File: config.mk
export PLATFORM = sky130hd
export DESIGN_NAME = ddr_init_seq
export DESIGN_NICKNAME = d
export VERILOG_FILES = /design/src/rtl/ddr_init_pkg.sv /design/src/rtl/ddr_init_table.sv /design/src/rtl/ddr_init_fsm.sv /design/src/rtl/ddr_init_gate.sv /design/src/rtl/ddr_init_seq.sv
export SDC_FILE = /design/constraint.sdc
export NUM_CORES = 1
export LEC_CHECK = 0
export BUFFER_PORTS_ARGS = -buffer_cell sky130_fd_sc_hd__buf_4
export CORE_MARGIN = 2
export CORE_UTILIZATION = 55
export DETAILED_ROUTE_END_ITERATION = 8
export PLACE_DENSITY = 0.75
export SYNTH_ARGS = -nofsm -noshare
export SYNTH_HDL_FRONTEND = slang
export SYNTH_SLANG_ARGS = --single-unit
export TNS_END_PERCENT = 10
File: constraint.sdc
create_clock -name clk -period 3.5 [get_ports clk]
set_clock_uncertainty 0.15 [all_clocks]
set_input_delay 0 -clock clk [delete_from_list [all_inputs] [get_ports clk]]
set_output_delay 0 -clock clk [all_outputs]
set_load 0.02 [all_outputs]
File: src/rtl/ddr_init_pkg.sv
package ddr_init_pkg;

    parameter int NUM_ENTRIES = 14;
    parameter int ADDR_W      = 14;
    parameter int BA_W        = 3;
    parameter int WAIT_W      = 8;

    localparam int IDX_W   = $clog2(NUM_ENTRIES);
    localparam int ENTRY_W = 1 + 3 + BA_W + ADDR_W + WAIT_W;

    typedef struct packed {
        logic              en;
        logic              ras_n;
        logic              cas_n;
        logic              we_n;
        logic [BA_W-1:0]   ba;
        logic [ADDR_W-1:0] addr;
        logic [WAIT_W-1:0] dly;
    } entry_t;

    typedef struct packed {
        logic              cs_n;
        logic              ras_n;
        logic              cas_n;
        logic              we_n;
        logic [BA_W-1:0]   ba;
        logic [ADDR_W-1:0] addr;
    } bus_t;

    typedef struct packed {
        logic             hit;
        logic [IDX_W-1:0] idx;
    } nxt_t;

    typedef enum logic [1:0] {
        SQ_IDLE = 2'd0,
        SQ_CMD  = 2'd1,
        SQ_HOLD = 2'd2
    } sq_state_e;

    localparam bus_t BUS_DESELECT = '{cs_n: 1'b1, ras_n: 1'b1, cas_n: 1'b1,
                                      we_n: 1'b1, ba: '0, addr: '0};
    localparam bus_t BUS_NOP      = '{cs_n: 1'b0, ras_n: 1'b1, cas_n: 1'b1,
                                      we_n: 1'b1, ba: '0, addr: '0};

    // lowest enabled slot at or above start
    function automatic nxt_t find_next(input logic [NUM_ENTRIES-1:0] en,
                                       input int start);
        nxt_t r;
        r.hit = 1'b0;
        r.idx = '0;
        for (int i = NUM_ENTRIES - 1; i >= 0; i--) begin
            if (en[i] && (i >= start)) begin
                r.hit = 1'b1;
                r.idx = IDX_W'(i);
            end
        end
        return r;
    endfunction

endpackage

File: src/rtl/ddr_init_table.sv
module ddr_init_table
    import ddr_init_pkg::*;
(
    input  logic                   clk,
    input  logic                   rst,
    input  logic                   wr_en,
    input  logic [IDX_W-1:0]       wr_idx,
    input  entry_t                 wr_data,
    input  logic [IDX_W-1:0]       rd_idx,
    output entry_t                 rd_entry,
    output logic [NUM_ENTRIES-1:0] en_vec
);

    entry_t slots [NUM_ENTRIES];

    always_ff @(posedge clk) begin
        if (rst) begin
            for (int i = 0; i < NUM_ENTRIES; i++) slots[i] <= '0;
        end else if (wr_en && (int'(wr_idx) < NUM_ENTRIES)) begin
            slots[wr_idx] <= wr_data;
        end
    end

    for (genvar g = 0; g < NUM_ENTRIES; g++) begin : g_en
        assign en_vec[g] = slots[g].en;
    end

    always_comb begin
        rd_entry = '0;
        for (int i = 0; i < NUM_ENTRIES; i++) begin
            if (int'(rd_idx) == i) rd_entry = slots[i];
        end
    end

endmodule

File: src/rtl/ddr_init_fsm.sv
module ddr_init_fsm
    import ddr_init_pkg::*;
(
    input  logic                   clk,
    input  logic                   rst,
    input  logic                   exec_req,
    input  logic [NUM_ENTRIES-1:0] en_vec,
    input  entry_t                 cur,
    output logic [IDX_W-1:0]       idx,
    output bus_t                   bus,
    output logic                   done,
    output logic                   busy,
    output sq_state_e              state,
    output logic [WAIT_W-1:0]      cnt
);

    nxt_t first_hit;
    nxt_t next_hit;
    logic step;

    assign first_hit = find_next(en_vec, 0);
    assign next_hit  = find_next(en_vec, int'(idx) + 1);

    // the current slot's post-command wait ends this cycle
    assign step = ((state == SQ_CMD)  && (cur.dly == '0)) ||
                  ((state == SQ_HOLD) && (cnt == WAIT_W'(1)));

    assign busy = (state != SQ_IDLE);

    always_ff @(posedge clk) begin
        if (rst) begin
            state <= SQ_IDLE;
            idx   <= '0;
            cnt   <= '0;
            done  <= 1'b0;
        end else begin
            case (state)
                SQ_IDLE: begin
                    if (exec_req) begin
                        if (first_hit.hit) begin
                            state <= SQ_CMD;
                            idx   <= first_hit.idx;
                            done  <= 1'b0;
                        end else begin
                            done  <= 1'b1;
                        end
                    end
                end
                SQ_CMD: begin
                    if (!step) begin
                        cnt   <= cur.dly;
                        state <= SQ_HOLD;
                    end
                end
                SQ_HOLD: begin
                    if (!step) cnt <= cnt - WAIT_W'(1);
                end
                default: state <= SQ_IDLE;
            endcase

            if (step) begin
                if (next_hit.hit) begin
                    idx   <= next_hit.idx;
                    state <= SQ_CMD;
                end else begin
                    state <= SQ_IDLE;
                    done  <= 1'b1;
                end
            end
        end
    end

    always_comb begin
        case (state)
            SQ_CMD: begin
                bus.cs_n  = 1'b0;
                bus.ras_n = cur.ras_n;
                bus.cas_n = cur.cas_n;
                bus.we_n  = cur.we_n;
                bus.ba    = cur.ba;
                bus.addr  = cur.addr;
            end
            SQ_HOLD: bus = BUS_NOP;
            default: bus = BUS_DESELECT;
        endcase
    end

endmodule

File: src/rtl/ddr_init_gate.sv
module ddr_init_gate (
    input  logic req,
    input  logic done,
    input  logic busy,
    output logic en
);

    assign en = req & done & ~busy;

endmodule

File: src/rtl/ddr_init_seq.sv
module ddr_init_seq
    import ddr_init_pkg::*;
(
    input  logic                 clk,
    input  logic                 rst,
    input  logic                 cfg_we,
    input  logic [IDX_W-1:0]     cfg_idx,
    input  logic [ENTRY_W-1:0]   cfg_entry,
    input  logic                 exec_req,
    input  logic                 ctl_en_req,
    output logic                 cs_n,
    output logic                 ras_n,
    output logic                 cas_n,
    output logic                 we_n,
    output logic [BA_W-1:0]      ba,
    output logic [ADDR_W-1:0]    addr,
    output logic                 init_done,
    output logic                 ctl_en
);

    entry_t                 cur;
    logic [NUM_ENTRIES-1:0] en_vec;
    logic [IDX_W-1:0]       rd_idx;
    bus_t                   bus;
    logic                   busy;
    sq_state_e              seq_state;
    logic [WAIT_W-1:0]      seq_cnt;

    ddr_init_table u_table (
        .clk      (clk),
        .rst      (rst),
        .wr_en    (cfg_we),
        .wr_idx   (cfg_idx),
        .wr_data  (entry_t'(cfg_entry)),
        .rd_idx   (rd_idx),
        .rd_entry (cur),
        .en_vec   (en_vec)
    );

    ddr_init_fsm u_fsm (
        .clk      (clk),
        .rst      (rst),
        .exec_req (exec_req),
        .en_vec   (en_vec),
        .cur      (cur),
        .idx      (rd_idx),
        .bus      (bus),
        .done     (init_done),
        .busy     (busy),
        .state    (seq_state),
        .cnt      (seq_cnt)
    );

    ddr_init_gate u_gate (
        .req  (ctl_en_req),
        .done (init_done),
        .busy (busy),
        .en   (ctl_en)
    );

    assign cs_n  = bus.cs_n;
    assign ras_n = bus.ras_n;
    assign cas_n = bus.cas_n;
    assign we_n  = bus.we_n;
    assign ba    = bus.ba;
    assign addr  = bus.addr;

endmodule

Word-level counts from Yosys, hierarchy flattened
Memory sizes are Yosys's and may differ from the RTL's.
Index checks and enable logic that the tools add are counted.
Cells by class
  multiplexer cells: 69
  bitwise logic cells: 3
  reduce and logical (&&, ||, !) cells: 26
  magnitude comparators: 15
  add/sub/neg operators: 2
  equality and inequality tests: 21
Operator list (number)
  $mux W28: 14
  $ge A5 B32 Y1 const A: 6
  $mux W5: 28
  $ge A4 B32 Y1 const A: 4
  $ge A3 B32 Y1 const A: 2
  $pmux W21 S2: 1
  $eq A4 B4 Y1 const B: 8
  $ge A1 B32 Y1 const A: 1
  $ge A2 B32 Y1 const A: 1
  $mux W29: 1
  $reduce_or A29 Y1: 1
  $mux W4: 6
  $logic_and A1 B1 Y1: 17
  $eq A4 B3 Y1 const B: 4
  $mux W8: 2
  $pmux W8 S2: 1
  $mux W1: 12
  $eq A8 B1 Y1 const B: 1
  $logic_not A8 Y1: 1
  $sub A8 B1 Y8 const B: 1
  $mux W2: 3
  $pmux W2 S3: 1
  $reduce_and A3 Y1: 2
  $add A4 B1 Y5 const B: 1
  other kinds (14): 17
Word-level totals
  output and inout bits: 23
  logic and storage cells: 141
  bits in registers: 15
  bits of input ports: 38
  bits in writable memories: 406
  memories kept: 1
Memory list
  u_table.slots: depth 14, bits a word 29, read ports 14, clocked after memory_dff 0, wr ports 14, line ddr_init_table.sv:14  | entry_t slots [NUM_ENTRIES];

Longest topological paths before layout
  word-level depth: 20
  gate-level depth with buffers: 14
  depth with buffers taken out: 11

Modules after synthesis
Synthesis repeated with hierarchy kept, for this count alone.
Unflattened totals
  cell total of the unflattened synthesis: 1836
  area total of the unflattened synthesis: 21366.7 um^2
By module, submodules not included
  ddr_init_table: area each 19457.4 um^2, cells an instance 1562, times used 1, sequential area each 12191.7 um^2
  ddr_init_fsm: area each 1900.6 um^2, cells an instance 273, times used 1, sequential area each 300.3 um^2
  ddr_init_gate: area each 8.8 um^2, cells an instance 1, times used 1, sequential area each 0.0 um^2

Least setup slack after synthesis
Ideal clock, no wire load.
  path type: input-to-reg
  from: input rst
  to: memory u_table.slots[1][0] in the netlist's numbering (enable)
  slack: 0.018 ns
  arrival: 2.877 ns
  stages: 6
  library setup time: 0.455 ns
  cell sequence: clkbuf_1 inv_1 nand2_1 or3_1 clkbuf_1 o21ai_0
RTL lines
  start, declared: line ddr_init_seq.sv:5  | input logic rst,
  end, declared: line ddr_init_table.sv:14

Final worst setup path
  from: register u_fsm.idx[1]
  to: output cas_n
On the way
  longest elaborated chain between the ends: 16
RTL lines
  start, declared: line ddr_init_fsm.sv:9  | output logic [IDX_W-1:0] idx,
  start signal, assigned: line ddr_init_fsm.sv:42  | idx <= first_hit.idx;
  start signal, assigned: line ddr_init_fsm.sv:63  | idx <= next_hit.idx;
  $logic_not A4 Y1: line ddr_init_table.sv:31  | if (int'(rd_idx) == i) rd_entry = slots[i];
  $mux W28 (13 in series): line ddr_init_table.sv:31
  $mux W28 (*): line ddr_init_table.sv:31
  $pmux W21 S2 (*): line ddr_init_fsm.sv:74  | case (state)
  end, declared: line ddr_init_seq.sv:13  | output logic cas_n,
Mark *: on every way between the ends. The rest lies on a longest branch, timed or not.

==> qor.yml <==
rsz0062_at_grt: "true"
die_x_um: 196
layout-drive-gt1-share_pct: 18.1
yosysWarnings: 0
p_per_area_nw_per_um2: 518
numCtsBuffers: 44
htree_levels: 2
critPathMostFrequentCell: "buf_4"
ys_seq_area_share_pct: 61.9
drt_iter0_drc: 1933
cp-end-kind: "output pin"
syn_inst: 1705
async_flop_share_pct: 0
crit_arrival_ps: 3410
fin_crit_ps: 3560
grt_first_pass_wirelength_mm: 92.3
crit_type: "reg2out"
multi_input_area_um2: 7360
antenna_found_initial: 0
syn-cell-area_um2: 20200
synth_area_per_cell_um2: 11.8
synth_ff_type: "edfxtp_1"
drv_slew: 0
drc_errors: 0
violations: "negative setup slack"
layout.cells.non_filler: 2330
start_util_pct: 55.5
ys_seq_elements: 421
fin_ws_ps: -63.7
nNetsFinal: 1875
io_pins: 61
path_clk_slew_ps: 60
gp_congestion: 0.946
grt_max_degree: 41
ant_nets: 0
insertion_delay_ps: 560
grt_pass1_vias: 15013
die_area_um2: 38200
rows: 70
coreArea_um2: 36300
setup_viol: 2
max_slew_margin_pct: 37.5
worstPathRequired_ps: 3350
finalHoldViolCount: 0
cts_root_buf: "clkbuf_16"
reg2reg_slack_ps: 10
detail_route.first_pass.iterations: 6
period_share_pct: 102
dp_hpwl_mm: 39.9
die_h_um: 196
ys_types: 75
clockBufferDepth: 3
placed_area_um2: 21700
irDropWorstVdd_uv: 454
maxCapViolCount: 0
synth_edf_count: 406
port_buffers: 60
finish.utilization_pct: 65.7
startpoint_type: "flop"
dp.cells: 2198
cts_tree: "yes"
max_freq_mhz: 281
seqCellArea_um2: 12500
tightest_slew_ps: 937
critical_path.slowest_cell: "a21oi_1"
wl_per_cell_um: 26.8
crit_chain: "buf_12 -> ha_4 -> buf_4 -> nor3b_4 -> buf_4 -> clkbuf_16 -> nor3_1 -> a221oi_1 -> a21oi_1 -> a21oi_1 -> o31ai_1 -> buf_4 -> buf_4"
leakagePower_uw: 0.00859
grt_use_total_pct: 32.5
postRouteWirelength_mm: 62.5
via_count: 14971
syn2layout_area_growth_pct: 18.4
slowest_delay_ps: 430
hp-class: "in2reg"
clock-sinks: 421
grt_overflow: 0
syn-num-nets: 1754
status: "finished, violations left"
cp_max_fo: 10
vias_per_cell: 6.43
fill_cells: 2635
pre_cts_ws_ps: -205
final_area_um2: 23900
## final timing paths
kind                                             end          from  cells after the start
worst min-delay path            u_table.slots[8][27]    cfg_idx[1]                      4
worst max-delay path                           cas_n  u_fsm.idx[1]                     13
worst max register to register          u_fsm.cnt[5]  u_fsm.idx[0]                     11
worst min register to register          u_fsm.cnt[3]  u_fsm.cnt[3]                      1
## critical path: cells and delay by family (launching register included)
kind	cells	cell delay [ps]
compound gates	4	920
fa+ha+maj	1	200
buf+inv	6	1000
flops	1	350
simple gates	2	390
## cell families after synthesis
kind of cell	after synthesis	synth area share (%)
mux	6	0.347
compound gates	378	13.5
fa+ha+maj	11	0.682
simple gates	720	20.1
flops	421	61.9
buf+inv	167	3.36
xor+xnor	2	0.0869
## repair_timing
action	in CTS	in global routing
gates cloned	1	2
buffers inserted	8	8
pin swaps	9	9
endpoints found under the setup margin	33	26
hold buffers	31	0
endpoints found under the hold margin	420	0
gates resized for setup	39	26
## power by group
part	internal [µW]	switching, µW
clock	2600	1930
sequential	5830	159
combinational	734	1140
## flip-flops by register name, indices dropped and copies added, names as in the netlist
signal and flops:
u_table.slots 406, u_fsm.cnt 8, u_fsm.state 2, u_fsm.done 1
u_fsm.idx 4
## cell type report
type                            count  area share, %
Multi-Input combinational cell   1117           30.8
Antenna cell                        1         0.0105
Tap cell                          468           2.45
Sequential cell                   421           52.3
Inverter                           23          0.419
Clock inverter                     23          0.917
Clock buffer                       58           4.92
Timing Repair Buffer              219           8.12
## Yosys cell counts (all sizes together), types with 3 or more instances
master   count  area share (%)
a2111oi     11            0.48
a211oi      12            0.45
a21boi       5            0.19
a21o         6            0.22
a21oi       72             1.8
a221o        7            0.35
a221oi      53             2.3
a222oi      20            0.99
a22oi       24            0.89
a31oi        9            0.28
a32o         4            0.20
and2       408              13
and3         4            0.12
and3b        4            0.17
buf         31            0.83
clkbuf     113             2.1
dfxtp       15             1.5
edfxtp     406              60
ha          11            0.68
inv         23            0.43
mux2i        4            0.20
nand2       76             1.4
nand2b      10            0.31
nand3       17            0.45
nand3b       4            0.17
nand4       13            0.43
nor2       106             2.0
nor2b       13            0.40
nor3        37            0.97
nor3b        4            0.15
nor4         5            0.16
o211ai       3            0.14
o21a         8            0.30
o21ai       54             1.3
o21bai       3            0.13
o221a        4            0.22
o221ai      19            0.86
o22a         3            0.13
o22ai       29            0.90
o2bb2ai      8            0.35
o31ai        8            0.30
o32ai        4            0.17
or2          9            0.28
or3          5            0.16
## through the flow
step	hold slack [ps]	TNS (ps)	total power (µW)
detailed placement	205	-1550	7760
CTS	65.6	0	12300
global route	90.7	-1150	12700
floorplan	48.2	0	6980
global placement	201	-217	7740
finish	79.1	-74.3	12400
## layout by cell type, fill, tap and decap left out, types with 10 or more instances in the layout
cell           count
dlygate4sd3_1     31
a22oi_1           24
nor2_1            92
dfxtp_1           11
edfxtp_1         406
o22ai_1           29
buf_4            166
nor2b_1           12
a21oi_1           64
nand3_1           16
nand2_1           76
buf_12            10
nand4_1           12
clkbuf_1          13
o221ai_1          18
nor3_1            28
clkbuf_16         47
nor2_2            13
o21ai_4           10
a222oi_1          20
a211oi_1          11
a221oi_1          49
and2_1           407
o21ai_0           42
inv_1             18
## metal layers
metal  share of wire [%]  track usage (%)
met5                   0                0
met4                 4.3             15.8
met3                 8.8             4.35
met2                  49             55.6
met1                  38             41.1
Note: power is estimated with default switching activity, not from simulation.
